$ cat config.mk
export PLATFORM = sky130hd
export DESIGN_NAME = dbs_boot_ctrl
export DESIGN_NICKNAME = d
export VERILOG_FILES = /design/src/rtl/dbs_pkg.sv /design/src/rtl/dbs_rst_sync.sv /design/src/rtl/dbs_cfg_loader.sv /design/src/rtl/dbs_status_fsm.sv /design/src/rtl/dbs_boot_ctrl.sv
export SDC_FILE = /design/constraint.sdc
export NUM_CORES = 1
export LEC_CHECK = 0
export ABC_AREA = 1
export BUFFER_PORTS_ARGS = -buffer_cell sky130_fd_sc_hd__buf_2
export CAP_MARGIN = 15
export CELL_PAD_IN_SITES_DETAIL_PLACEMENT = 1
export CELL_PAD_IN_SITES_GLOBAL_PLACEMENT = 1
export CORE_MARGIN = 5
export CORE_UTILIZATION = 42
export DETAILED_ROUTE_END_ITERATION = 10
export HOLD_SLACK_MARGIN = 0.1
export MAX_ROUTING_LAYER = met4
export PLACE_DENSITY_LB_ADDON = 0.12
export SKIP_CTS_REPAIR_TIMING = 1
export SLEW_MARGIN = 20
export SYNTH_ARGS = -nofsm -noshare
export SYNTH_HDL_FRONTEND = slang
export SYNTH_HIERARCHICAL = 1
export SYNTH_SLANG_ARGS = --single-unit
$ cat constraint.sdc
create_clock -name clk -period 5.2 [get_ports clk]
set_clock_uncertainty 0.2 [all_clocks]
set_input_delay 1.04 -clock clk [delete_from_list [all_inputs] [get_ports clk]]
set_output_delay 1.04 -clock clk [all_outputs]
set_load 0.05 [all_outputs]
$ cat src/rtl/dbs_pkg.sv
package dbs_pkg;

  typedef enum logic [0:0] {
    PH_LOAD = 1'b0,
    PH_RUN  = 1'b1
  } phase_e;

  localparam int CFG_SYNTH_WORD = 0;
  localparam int CFG_SYNTH_BIT  = 0;
  localparam int CFG_ALERT_WORD = 1;
  localparam int ALERT_N        = 3;
  localparam int MASK_LSB       = 4;
  localparam int MASK_W         = 4;

endpackage

$ cat src/rtl/dbs_rst_sync.sv
module dbs_rst_sync #(
  parameter int STAGES = 2
) (
  input  logic clk,
  input  logic rst_req,
  output logic rst_n_o
);

  logic [STAGES-1:0] chain_q;

  always_ff @(posedge clk or posedge rst_req) begin
    if (rst_req) begin
      chain_q <= '0;
    end else begin
      chain_q <= {chain_q[STAGES-2:0], 1'b1};
    end
  end

  assign rst_n_o = chain_q[STAGES-1];

  a_r2_release_in_order: assert property (@(posedge clk) disable iff (rst_req)
    rst_n_o |-> chain_q[0]);

endmodule

$ cat src/rtl/dbs_cfg_loader.sv
module dbs_cfg_loader #(
  parameter int WORDS = 8,
  parameter int W     = 8,
  localparam int AW   = (WORDS > 1) ? $clog2(WORDS) : 1
) (
  input  logic             clk,
  input  logic             rst_n,
  output logic [AW-1:0]    rd_addr_o,
  input  logic [W-1:0]     rd_data_i,
  output logic [WORDS*W-1:0] shadow_o,
  output logic             last_o,
  output logic             done_o
);

  logic [AW-1:0] cnt_q, cnt_d;
  logic          done_q, done_d;
  logic          last;

  always_comb begin
    last   = !done_q && (cnt_q == AW'(WORDS-1));
    done_d = done_q | last;
    if (done_q) begin
      cnt_d = cnt_q;
    end else if (last) begin
      cnt_d = '0;
    end else begin
      cnt_d = cnt_q + 1'b1;
    end
  end

  always_ff @(posedge clk or negedge rst_n) begin
    if (!rst_n) begin
      cnt_q  <= '0;
      done_q <= 1'b0;
    end else begin
      cnt_q  <= cnt_d;
      done_q <= done_d;
    end
  end

  for (genvar gi = 0; gi < WORDS; gi++) begin : g_word
    logic [W-1:0] word_q;
    logic         cap_en;
    assign cap_en = !done_q && (cnt_q == AW'(gi));
    always_ff @(posedge clk or negedge rst_n) begin
      if (!rst_n) begin
        word_q <= '0;
      end else if (cap_en) begin
        word_q <= rd_data_i;
      end
    end
    assign shadow_o[gi*W +: W] = word_q;
  end

  assign rd_addr_o = cnt_q;
  assign last_o    = last;
  assign done_o    = done_q;

  a_r3_addr_advance: assert property (@(posedge clk) disable iff (!rst_n)
    (!done_q && !last) |=> (rd_addr_o == $past(rd_addr_o) + 1'b1));

  a_r3_addr_rests: assert property (@(posedge clk) disable iff (!rst_n)
    done_q |-> (rd_addr_o == '0));

  a_r5_done_sticky: assert property (@(posedge clk) disable iff (!rst_n)
    done_q |=> done_q);

endmodule

$ cat src/rtl/dbs_status_fsm.sv
module dbs_status_fsm
  import dbs_pkg::*;
#(
  parameter int PULSES = 2,
  localparam int PW    = $clog2(PULSES + 1)
) (
  input  logic clk,
  input  logic rst_n,
  input  logic load_last_i,
  input  logic en_in,
  input  logic synth_en_i,
  input  logic strobe_i,
  output logic is_on_o,
  output logic rx_en_o,
  output logic int_o
);

  phase_e        phase_q, phase_d;
  logic [PW-1:0] cnt_q, cnt_d;
  logic          strobe_q;
  logic          on_q, on_d;
  logic          rx_q, rx_d;
  logic          int_q, int_d;
  logic          strobe_rise;

  always_comb begin
    phase_d     = phase_q;
    cnt_d       = cnt_q;
    strobe_rise = strobe_i && !strobe_q;
    if (phase_q == PH_LOAD && load_last_i) begin
      phase_d = PH_RUN;
    end
    if (phase_q == PH_RUN && strobe_rise && cnt_q != PW'(PULSES)) begin
      cnt_d = cnt_q + 1'b1;
    end
    on_d  = (phase_d == PH_RUN) && en_in;
    rx_d  = on_d && (!synth_en_i || cnt_d == PW'(PULSES));
    int_d = (phase_q == PH_LOAD) && load_last_i;
  end

  always_ff @(posedge clk or negedge rst_n) begin
    if (!rst_n) begin
      phase_q  <= PH_LOAD;
      cnt_q    <= '0;
      strobe_q <= 1'b0;
      on_q     <= 1'b0;
      rx_q     <= 1'b0;
      int_q    <= 1'b0;
    end else begin
      phase_q  <= phase_d;
      cnt_q    <= cnt_d;
      strobe_q <= strobe_i;
      on_q     <= on_d;
      rx_q     <= rx_d;
      int_q    <= int_d;
    end
  end

  assign is_on_o = on_q;
  assign rx_en_o = rx_q;
  assign int_o   = int_q;

  a_r1_off_while_loading: assert property (@(posedge clk) disable iff (!rst_n)
    (phase_q == PH_LOAD) |-> (!is_on_o && !rx_en_o));

  a_r9_on_tracks_enable: assert property (@(posedge clk) disable iff (!rst_n)
    (phase_q == PH_RUN) |=> (is_on_o == $past(en_in)));

  a_r8_rx_waits_pulses: assert property (@(posedge clk) disable iff (!rst_n)
    (rx_en_o && synth_en_i) |-> (cnt_q == PW'(PULSES)));

  a_r7_rx_needs_on: assert property (@(posedge clk) disable iff (!rst_n)
    rx_en_o |-> is_on_o);

  a_r5_int_single: assert property (@(posedge clk) disable iff (!rst_n)
    int_o |=> !int_o);

endmodule

$ cat src/rtl/dbs_boot_ctrl.sv
module dbs_boot_ctrl
  import dbs_pkg::*;
#(
  parameter int CFG_WORDS   = 8,
  parameter int CFG_W       = 8,
  parameter int SYNC_STAGES = 2,
  parameter int SYN_PULSES  = 2
) (
  input  logic                       clk,
  input  logic                       boot_rst,
  input  logic                       en_in,
  output logic [$clog2(CFG_WORDS)-1:0] cfg_addr_o,
  input  logic [CFG_W-1:0]           cfg_data_i,
  input  logic                       synth_strobe_i,
  input  logic                       alert_req_i,
  output logic                       core_clk_en_o,
  output logic [CFG_WORDS*CFG_W-1:0] settings_o,
  output logic                       is_on_o,
  output logic                       rx_en_o,
  output logic                       rx_osc_en_o,
  output logic                       int_o,
  output logic [MASK_W-1:0]          irq_mask_o,
  output logic                       led_o,
  output logic                       vib_o,
  output logic                       tone_hi_o,
  output logic                       tone_lo_oe_o,
  output logic                       ser_oe_o
);

  localparam int ALERT_BASE = CFG_ALERT_WORD * CFG_W;

  logic                       rst_n;
  logic [CFG_WORDS*CFG_W-1:0] shadow;
  logic                       load_last;
  logic                       load_done;
  logic                       synth_en;
  logic                       on_s;
  logic [ALERT_N-1:0]         alert_sel;
  logic [ALERT_N-1:0]         alert_drv;

  dbs_rst_sync #(.STAGES(SYNC_STAGES)) u_rst_sync (
    .clk     (clk),
    .rst_req (boot_rst),
    .rst_n_o (rst_n)
  );

  dbs_cfg_loader #(.WORDS(CFG_WORDS), .W(CFG_W)) u_loader (
    .clk       (clk),
    .rst_n     (rst_n),
    .rd_addr_o (cfg_addr_o),
    .rd_data_i (cfg_data_i),
    .shadow_o  (shadow),
    .last_o    (load_last),
    .done_o    (load_done)
  );

  assign synth_en = shadow[CFG_SYNTH_WORD*CFG_W + CFG_SYNTH_BIT];

  dbs_status_fsm #(.PULSES(SYN_PULSES)) u_status (
    .clk         (clk),
    .rst_n       (rst_n),
    .load_last_i (load_last),
    .en_in       (en_in),
    .synth_en_i  (synth_en),
    .strobe_i    (synth_strobe_i),
    .is_on_o     (on_s),
    .rx_en_o     (rx_en_o),
    .int_o       (int_o)
  );

  always_comb begin
    settings_o = load_done ? shadow : '0;
    alert_sel  = settings_o[ALERT_BASE +: ALERT_N];
    irq_mask_o = settings_o[ALERT_BASE + MASK_LSB +: MASK_W];
  end

  for (genvar ai = 0; ai < ALERT_N; ai++) begin : g_alert
    assign alert_drv[ai] = alert_req_i && on_s && alert_sel[ai];
  end

  assign core_clk_en_o = rst_n;
  assign is_on_o       = on_s;
  assign rx_osc_en_o   = rx_en_o;
  assign led_o         = alert_drv[0];
  assign vib_o         = alert_drv[1];
  assign tone_hi_o     = alert_drv[2];
  assign tone_lo_oe_o  = alert_drv[2];
  assign ser_oe_o      = load_done;

  a_r1_reset_quiet: assert property (@(posedge clk)
    boot_rst |-> (!core_clk_en_o && !is_on_o && !ser_oe_o && settings_o == '0));

  a_r4_settings_with_int: assert property (@(posedge clk) disable iff (!rst_n)
    $rose(ser_oe_o) |-> int_o);

  a_r10_alert_needs_on: assert property (@(posedge clk) disable iff (!rst_n)
    (led_o || vib_o || tone_hi_o || tone_lo_oe_o) |-> is_on_o);

endmodule

Yosys cells after proc, flatten, opt, wreduce, memory -nomap -nowiden

Index checks and enable logic that the tools add are counted.

Register bits: 77
Bits of input ports: 13
Logic and storage cells: 57

Add/sub/neg operators: 2
Equality and inequality tests: 9
Multiplexer cells: 4
Bitwise logic cells: 2
Reductions and logical operators: 23

Operators by type and width:

| cell                                                 | number |
|---|---|
| two-way mux 64 bit                                   | 1 |
| logical AND 1 bit                                    | 18 |
| equality test 3 bit (second input constant)          | 4 |
| equality test 3 x 2 -> 1 bit (second input constant) | 2 |
| adder 3 x 1 -> 3 bit (second input constant)         | 1 |
| equality test 3 x 1 -> 1 bit (second input constant) | 1 |
| zero test 1 bit                                      | 3 |
| zero test 3 bit                                      | 1 |
| two-way mux 3 bit                                    | 1 |
| adder 2 x 1 -> 2 bit (second input constant)         | 1 |
| equality test 2 bit (second input constant)          | 1 |
| two-way mux 2 bit                                    | 1 |
| inequality test 2 bit (second input constant)        | 1 |
| logical OR 1 bit                                     | 1 |
| two-way mux 1 bit                                    | 1 |
| NOT 1 bit                                            | 1 |
| OR 1 bit                                             | 1 |

Depth between registers and ports, before layout

Gate-level depths: netlist (run 1).

Depth in word-level cells: 8
Gate-level depth with buffers: 8

Cells and area by module

The synthesis (run 1) kept the hierarchy.

Modules (own cells, without submodules):

| module         | times used | cells an instance | area each (µm²) | seq. area each (µm²) |
|---|---|---|---|---|
| dbs_cfg_loader | 1          | 297               | 2806.4          | 1701.6 |
| dbs_boot_ctrl  | 1          | 145               | 615.6           | 0.0 |
| dbs_status_fsm | 1          | 28                | 292.8           | 175.2 |
| dbs_rst_sync   | 1          | 4                 | 57.6            | 50.0 |

Least setup slack after synthesis (run 1)

OpenSTA, ideal clock, no wires.

Path type: flip-flop to output port
Start point: register u_rst_sync.chain_q[1]
End point: output port core_clk_en_o
Data arrival time: 2.208 ns
Required time: 3.960 ns
Slack: 1.752 ns
Stages on the path, launching flop included: 1
Buffers on the path: 0
Path through: dfrtp_1

RTL lines:

| element                  | RTL line            | source |
|---|---|---|
| start: declaration       | dbs_rst_sync.sv:9   | `logic [STAGES-1:0] chain_q;` |
| start signal: assignment | dbs_rst_sync.sv:15  | `chain_q <= {chain_q[STAGES-2:0], 1'b1};` |
| end: declaration         | dbs_boot_ctrl.sv:16 | `output logic core_clk_en_o,` |

No word-level cell between the ends.

Worst setup path after layout (run 1)

Start point: register u_loader.done_q, in the netlist u_loader/done_o
End point: output port tone_hi_o

Word-level cells in the longest chain between the ends: 2

Ends and longest elaborated chain:

| element                  | RTL line             | source |
|---|---|---|
| start: declaration       | dbs_cfg_loader.sv:16 | `logic done_q, done_d;` |
| start signal: assignment | dbs_cfg_loader.sv:37 | `done_q <= done_d;` |
| two-way mux 64 bit       | dbs_boot_ctrl.sv:72  | `settings_o = load_done ? shadow : '0;` |
| logical AND 1 bit        | dbs_boot_ctrl.sv:78  | `assign alert_drv[ai] = alert_req_i && on_s && alert_sel[ai];` |
| end: declaration         | dbs_boot_ctrl.sv:25  | `output logic tone_hi_o,` |

No other way between the ends.

==> results of run 1 <==
-- sequential cells by signal, summed over array words and instances (netlist names) --
| name | count |
|---|---|
| u_status/strobe_q | 1 |
| u_status/is_on_o | 1 |
| u_status/rx_en_o | 1 |
| u_status/phase_q | 1 |
| u_loader/rd_addr_o | 3 |
| u_loader/g_word.word_q | 64 |
| u_loader/done_o | 1 |
| u_status/cnt_q | 2 |
| u_status/int_o | 1 |
| u_rst_sync/chain_q | 2 |
-- metrics by stage --
| stage | power [mW] | instance area (um^2) |
|---|---|---|
| 3_5_place_dp | 0.930 | 4160 |
| 5_1_grt | 1.47 | 4360 |
| 6_report | 1.40 | 4360 |
| 2_1_floorplan | 0.865 | 3770 |
| 4_1_cts | 1.42 | 4360 |
| 3_3_place_gp | 0.923 | 4160 |
-- where the power goes --
| part | total [mW] | internal [mW] | switching, mW |
|---|---|---|---|
| sequential | 0.665 | 0.634 | 0.0310 |
| combinational | 0.249 | 0.0594 | 0.190 |
| clock | 0.485 | 0.269 | 0.217 |
| total | 1.40 | 0.962 | 0.438 |
-- cells by family (layout without fill, tap and decap cells) --
group,after synthesis,in the layout
other,1,1
flip-flops,77,77
adder cells (fa/ha/maj),7,7
AND/OR/NAND/NOR,254,254
AO/OA/AOI/OAI,20,20
buffers and inverters,115,197
-- worst max-delay path: stages, from the launching register on --
cell and delay (ns):
dfrtp_2 0.71, buf_4 0.46, nand2_1 0.13, nor2_1 0.14, buf_2 0.27
-- how the worst max path moves through the flow --
stage | start | endpoint
2_1_floorplan | u_rst_sync/chain_q[1]$_DFF_PP0_ | core_clk_en_o
3_3_place_gp | u_loader/done_o$_DFF_PN0_ | tone_hi_o
3_5_place_dp | u_loader/done_o$_DFF_PN0_ | tone_hi_o
4_1_cts | u_loader/done_o$_DFF_PN0_ | tone_hi_o
5_1_grt | u_loader/done_o$_DFF_PN0_ | tone_hi_o
6_report | u_loader/done_o$_DFF_PN0_ | tone_hi_o
-- layout by cell type (no fill, tap or decap) --
cell type / netlist / layout
or2_2: 1 / 1
bufinv_16: 0 / 2
nor2_4: 2 / 2
dfrtp_2: 0 / 1
ha_1: 7 / 7
nand3_1: 27 / 27
o21ai_0: 19 / 19
nor2_1: 5 / 5
buf_4: 12 / 2
clkinv_2: 0 / 3
buf_2: 7 / 93
nand3_2: 2 / 2
nand2_1: 188 / 188
clkbuf_8: 0 / 9
dfrtp_1: 77 / 75
nand2_2: 5 / 5
nand4_1: 24 / 24
dfrtp_4: 0 / 1
conb_1: 1 / 1
a21oi_2: 1 / 1
inv_2: 2 / 2
inv_1: 84 / 84
clkbuf_1: 0 / 2
-- cell type report --
class / count / area (um^2) / area share, %
tap: 108 / 135 / 3.10
multi-input combinational: 282 / 1280 / 29.5
clock buffer: 11 / 131 / 3.01
sequential: 77 / 1930 / 44.3
inverter: 86 / 323 / 7.40
timing repair buffer: 95 / 480 / 11.0
clock inverter: 5 / 75.1 / 1.72
-- per-layer routing --
| layer | global-route usage (%) | share of wire (%) | wire length [um] |
|---|---|---|---|
| met1 | 23.5 | 44 | 4390 |
| met3 | 3.64 | 4.9 | 489 |
| met4 | 6.39 | 1.4 | 138 |
| met5 | - | 0 | 0 |
| met2 | 31.6 | 50 | 4970 |
==> results.yml, run 1 <==
route:
  drt-initial-drc-count: 130
  routed_wl_mm: 9.99
  wl_per_cell_um: 15.0
  first_pass_iters: 4
  ant_nets: 0
  vias: 3245
  drc: 0
  vias_per_cell: 4.89
timing:
  maxSlewHeadroom_pct: 35.3
  timing.final.crit_share_pct: 63.7
  worst_slew_pin_slew_ns: 0.971
  setup_viol: 0
  post-route-min-period_ns: 3.31
  hold_ws_ns: 0.158
  slew_viol_final: 0
  grt_setup_unrepaired: "false"
  fmax_mhz: 302
  hold_viol: 0
  timing.final.ws_setup_ns: 1.89
  setup_tns_ns: 0
yosys:
  synth_compound_area_share_pct: 2.75
  synth_most_common_cell: "nand2_1"
  ys_types: 18
  netlist_area_um2: 3770
  ys_warn_count: 6
  syn_inst: 474
  synthFlopType: "dfrtp_1"
  synthTopCellsByCount: "188 x nand2_1, 84 x inv_1, 77 x dfrtp_1"
  yosys.area.top_type: "dfrtp_1"
  synth_edf_count: 0
  synth_top_cell_area_share_pct: 51.1
  avgSynthCellArea_um2: 7.96
  synth-adder-area-share_pct: 2.32
  synth_top_family_by_area: "simple AND/OR/NAND/NOR gates"
  async_flop_share_pct: 100
  synthSimpleGateAreaFrac_pct: 28.9
  synth_xor_xnor_area_share_pct: 0
  yosysSeqAreaShare_pct: 51.1
  syn_nets: 494
  synthMuxAreaShare_pct: 0
  ys_ff_latch: 77
  synthTopCellsByArea: "dfrtp_1 51%, nand2_1 19%, inv_1 8.4%"
floorplan:
  die_area_um2: 11000
  core-area_um2: 8720
  num_rows: 34
  start_util_pct: 43.3
  ioPinCount: 94
  die_y_um: 105
  die_w_um: 105
clocking:
  cts_max_path_buffers: 2
  clock_latency_ns: 0.34
  cts_tree: "done"
  htreeDepth: 3
  cts-buffers-inserted: 9
  clock_sinks: 77
  cts_root_buf: "clkbuf_8"
  clk_pin_slew_ns: 0.07
power_and_ir_drop:
  ir_worst_vdd_mv: 0.149
  power.density_nw_per_um2: 321
  power.leakage_nw: 2.70
setup_path:
  criticalPathCategory: "flop to output port"
  cp-end-kind: "output port"
  rr_startpoint: "u_loader/done_o$_DFF_PN0_"
  startpoint_type: "flop"
  rr_worst_depth: 6
  cp.arrival_ns: 2.07
  path_max_fanout: 38
  rr_endpoint: "u_status/is_on_o$_DFF_PN0_"
  worstPathRequired_ns: 3.96
  ff2ff_setup_slack_ns: 2.83
global_route:
  grtUsageTotal_pct: 19.1
  grt_pass1_vias: 3342
  grt_pass1_wl_mm: 16.6
  grt_max_degree: 77
  antenna_found_initial: 0
  grt_overflow: 0
placement:
  gp_congestion: 0.796
  pre_cts_slack_ns: 2.21
  place_hpwl_mm: 6.74
  io_buffers: 93
  numPlacedInstances: 648
run:
  drv_cap: 0
layout:
  num_antenna_cells: 0
  fillCellCount: 1108
  final_util_pct: 50.0
  syn_to_final_growth_pct: 15.6
  fin_cells: 664
  drive_gt1_share_pct: 22.3
  nets: 571
min_path:
  min_to: "u_rst_sync/chain_q[1]$_DFF_PP0_"
  hold_start: "u_rst_sync/chain_q[0]$_DFF_PP0_"
  hold_class: "flop to flop"
  holdPathStages: 0
status:
  status: "completed"
(Power assumes the default switching activity.)
==> run 2, diff against run 1 <==
Settings changed: CORE_UTILIZATION 42 to 39.
Clock period 5.2 ns to 3.23 ns, I/O delays scaled along.
==> run 2 against run 1 <==
Net effect: clock-buffer cell count grew 2; core utilization shrank 2.0 points; cell area grew 2.8%; global-route usage shrank 0.77 points; first-iteration DRC count grew 6.2%; largest cell class unchanged; highest routed layer unchanged.
==> results.yml, run 2 (synthesis gave the netlist of run 1 again) <==
timing:
  timing.final.crit_share_pct: 88.5
  hold_viol: 0
  slew_viol_final: 0
  setup_viol: 0
  worst_slew_pin_slew_ns: 0.926
  post-route-min-period_ns: 2.86
  fmax_mhz: 350
  hold_ws_ns: 0.123
  grt_setup_unrepaired: "false"
  setup_tns_ns: 0
  maxSlewHeadroom_pct: 38.2
floorplan:
  start_util_pct: 40.4
  core-area_um2: 9330
  die_y_um: 108
  ioPinCount: 94
  die_area_um2: 11700
  num_rows: 35
  die_w_um: 108
clocking:
  cts_root_buf: "clkbuf_8"
  clk_pin_slew_ns: 0.09
  clock_latency_ns: 0.34
  clock_sinks: 77
  htreeDepth: 3
  cts_max_path_buffers: 2
  cts_tree: "done"
  cts-buffers-inserted: 9
placement:
  gp_congestion: 0.746
  io_buffers: 93
  placed_area_um2: 4230
  place_hpwl_mm: 6.83
setup_path:
  criticalPathCategory: "flop to output port"
  path_buf_inv: 3
  worstPathRequired_ns: 2.38
  cp-end-kind: "output port"
  crit_slowest_cell: "dfrtp_2"
  startpoint_type: "flop"
  cp.arrival_ns: 2.01
  path_max_fanout: 50
  critical-path-top-delay-family: "flip-flops"
  path_cells: "buf_4, nand2_1, inv_1, buf_2"
  cpPeakStageDelay_ns: 0.99
layout:
  drive_gt1_share_pct: 23.0
  largest_register_ffs: 64
  multi_input_area_um2: 1280
  top_register: "u_loader/g_word.word_q"
  final_cell_mix: "188 x nand2_1, 93 x buf_2, 84 x inv_1"
  regArea_um2: 1930
  nets: 579
  syn_to_final_growth_pct: 18.8
  fillCellCount: 1200
  final_common_cell: "nand2_1"
  fin_area_um2: 4480
  num_antenna_cells: 0
global_route:
  antenna_found_initial: 0
  grt_pass1_wl_mm: 16.3
  grt_pass1_vias: 3364
  grt_overflow: 0
  grtUsageTotal_pct: 18.3
  grt_max_degree: 76
power_and_ir_drop:
  ir_worst_vdd_mv: 0.224
  power.leakage_nw: 2.75
  power.density_nw_per_um2: 513
route:
  drt-initial-drc-count: 138
  routed_wl_mm: 9.94
  ant_nets: 0
  vias: 3221
  first_pass_iters: 4
  drc: 0
  wl_per_cell_um: 14.3
  vias_per_cell: 4.65
run:
  drv_cap: 0
min_path:
  hold_class: "flop to asynchronous set/reset pin"
status:
  status: "completed"
## run 2: changes by cell type in the layout (fill, tap and decap cells not counted)
cell           previous run  this run
clkbuf_8                  9        10
clkinv_2                  3         0
dlygate4sd3_1             0         1
buf_4                     2         8
buf_16                    0         1
clkbuf_1                  2         3
clkinv_4                  0         1
## run 2: through the flow
step	std cells	util, %	power (mW)	worst slack [ns]
final	693	48.0	2.30	0.371
after global routing	693	48.0	2.40	0.197
after CTS	691	47.6	2.32	0.321
after detailed placement	675	45.3	1.51	0.710
after global placement	675	45.3	1.49	0.749
after floorplan	474	-	1.39	0.176
## run 2: path summary, 6_finish.rpt
path	from	to	slack [ns]	depth (start not counted)
max in group asynchronous	u_rst_sync/chain_q[1]$_DFF_PP0_	u_loader/g_word[1].word_q[6]$_DFFE_PN0P_	2.12	2
worst min-delay path	u_rst_sync/chain_q[1]$_DFF_PP0_	u_loader/g_word[7].word_q[5]$_DFFE_PN0P_	0.12	1
min in group clk	u_rst_sync/chain_q[0]$_DFF_PP0_	u_rst_sync/chain_q[1]$_DFF_PP0_	0.17	0
worst max register to register	u_loader/done_o$_DFF_PN0_	u_loader/g_word[4].word_q[7]$_DFFE_PN0P_	0.81	5
worst max-delay path	u_loader/done_o$_DFF_PN0_	settings_o[45]	0.37	4
worst min register to register	u_rst_sync/chain_q[1]$_DFF_PP0_	u_loader/g_word[7].word_q[5]$_DFFE_PN0P_	0.12	1
## run 2: layer usage
| metal | global-route usage (%) | wire, um | vias to the layer above | part of all wire [%] |
|---|---|---|---|---|
| li1 | - | - | 1591 | - |
| met1 | 22.6 | 4430 | 1551 | 45 |
| met2 | 31.2 | 4950 | 70 | 50 |
| met3 | 3.34 | 461 | 9 | 4.6 |
| met4 | 4.87 | 103 | 0 | 1.0 |
| met5 | - | 0 | - | 0 |
## run 2: layout make-up
cell class | count | share of cell area (%)
Clock buffer | 13 | 3.32
Timing Repair Buffer | 103 | 12.6
Sequential cell | 77 | 43.1
Clock inverter | 3 | 1.54
Tap cell | 129 | 3.60
Multi-Input combinational cell | 282 | 28.7
Inverter | 86 | 7.20
## run 2: report_power, final
part / internal (mW) / switching (mW)
registers: 1.02 / 0.0340
logic: 0.103 / 0.328
clock network: 0.460 / 0.352
==> run 3, diff against run 2 <==
Settings changed: CORE_UTILIZATION 39 to 40, CTS_BUF_LIST set to sky130_fd_sc_hd__clkbuf_8.
==> run 3 against run 2 <==
Net effect: global-route usage is 0.88 points higher; non-clock buffer count increased by 2; setup slack better by 0.093 ns; largest cell class unchanged; cell area decreased by 0.59%; clock power decreased by 8.6%; total power decreased by 3.3%.
==> results.yml, run 3 (synthesis gave the netlist of run 1 again) <==
global_route:
  grt_pass1_wl_mm: 17.1
  grt_pass1_vias: 3370
  antenna_found_initial: 0
  grt_overflow: 0
  grt_max_degree: 76
  grtUsageTotal_pct: 19.2
clocking:
  cts_tree: "done"
  cts_root_buf: "clkbuf_8"
  cts-buffers-inserted: 9
  clock_latency_ns: 0.33
  cts_max_path_buffers: 2
  htreeDepth: 3
  clk_pin_slew_ns: 0.08
  clock_sinks: 77
layout:
  final_cell_mix: "188 x nand2_1, 93 x buf_2, 84 x inv_1"
  fillCellCount: 1168
  largest_register_ffs: 64
  fin_area_um2: 4460
  nets: 581
  top_register: "u_loader/g_word.word_q"
  drive_gt1_share_pct: 23.7
  final_common_cell: "nand2_1"
  syn_to_final_growth_pct: 18.1
  num_antenna_cells: 0
  final_util_pct: 48.4
placement:
  placed_area_um2: 4220
  gp_congestion: 0.767
  io_buffers: 93
  place_hpwl_mm: 6.97
  pre_cts_slack_ns: 0.767
setup_path:
  startpoint_type: "flop"
  cp-end-kind: "output port"
  ff2ff_setup_slack_ns: 1.18
  criticalPathCategory: "flop to output port"
  rr_startpoint: "u_loader/done_o$_DFF_PN0_"
  path_max_fanout: 43
  rr_endpoint: "u_loader/g_word[4].word_q[4]$_DFFE_PN0P_"
  cp.arrival_ns: 1.92
  rr_worst_depth: 5
  worstPathRequired_ns: 2.38
power_and_ir_drop:
  power.density_nw_per_um2: 499
  ir_worst_vdd_mv: 0.217
  power.leakage_nw: 2.75
  p_total_mw: 2.22
route:
  vias_per_cell: 4.83
  ant_nets: 0
  routed_wl_mm: 10.2
  drc: 0
  drt-initial-drc-count: 95
  vias: 3265
  wl_per_cell_um: 15.0
  first_pass_iters: 4
timing:
  timing.final.crit_share_pct: 85.6
  timing.final.ws_setup_ns: 0.464
  worst_slew_pin_slew_ns: 0.767
  maxSlewHeadroom_pct: 48.9
  post-route-min-period_ns: 2.77
  grt_setup_unrepaired: "false"
  hold_viol: 0
  fmax_mhz: 361
  setup_viol: 0
  slew_viol_final: 0
  setup_tns_ns: 0
floorplan:
  ioPinCount: 94
  start_util_pct: 41.0
  die_y_um: 107
  die_w_um: 107
  die_area_um2: 11500
  num_rows: 35
  core-area_um2: 9200
status:
  status: "completed"
min_path:
  hold_class: "flop to asynchronous set/reset pin"
run:
  drv_cap: 0
## run 3: cell type report
class | instances | area (um^2) | area share [%]
Sequential cell | 77 | 1930 | 43.4
Multi-Input combinational cell | 282 | 1280 | 28.8
Timing Repair Buffer | 105 | 578 | 13.0
Inverter | 86 | 323 | 7.25
Clock buffer | 11 | 151 | 3.40
Tap cell | 111 | 139 | 3.12
Clock inverter | 4 | 47.5 | 1.07
## run 3: how the worst max path moves through the flow
| stage | slack [ns] | endpoint | start | cells past startpoint |
|---|---|---|---|---|
| 6_report | 0.46 | settings_o[34] | u_loader/done_o$_DFF_PN0_ | 4 |
| 2_1_floorplan | 0.18 | core_clk_en_o | u_rst_sync/chain_q[1]$_DFF_PP0_ | 0 |
| 3_5_place_dp | 0.77 | settings_o[52] | u_loader/done_o$_DFF_PN0_ | 4 |
| 5_1_grt | 0.29 | settings_o[34] | u_loader/done_o$_DFF_PN0_ | 4 |
| 3_3_place_gp | 0.82 | settings_o[43] | u_loader/done_o$_DFF_PN0_ | 4 |
| 4_1_cts | 0.40 | settings_o[52] | u_loader/done_o$_DFF_PN0_ | 4 |
## run 3: metrics by stage
step	cells	hold slack (ns)
global route	676	0.184
finish	676	0.156
global placement	659	0.145
detailed placement	659	0.140
CTS	674	-0.0686
floorplan	474	0.131
## run 3: metal layers
metal	vias to the layer above	track usage, %	share of wire (%)
met5	-	-	0
met4	0	5.11	1.0
met3	10	2.53	4.0
met2	76	31.4	48
met1	1586	25.4	47
li1	1593	-	-
## run 3: critical path, cell delays in order, from the launching register on
cell and delay [ns]:
dfrtp_2 0.87, buf_4 0.34, nand2_1 0.08, inv_1 0.05, buf_2 0.25
## run 3: where the power goes
group          internal (mW)  switching [mW]
Sequential              1.02          0.0337
Clock                  0.393           0.348
Combinational          0.101           0.325
Total                   1.52           0.707
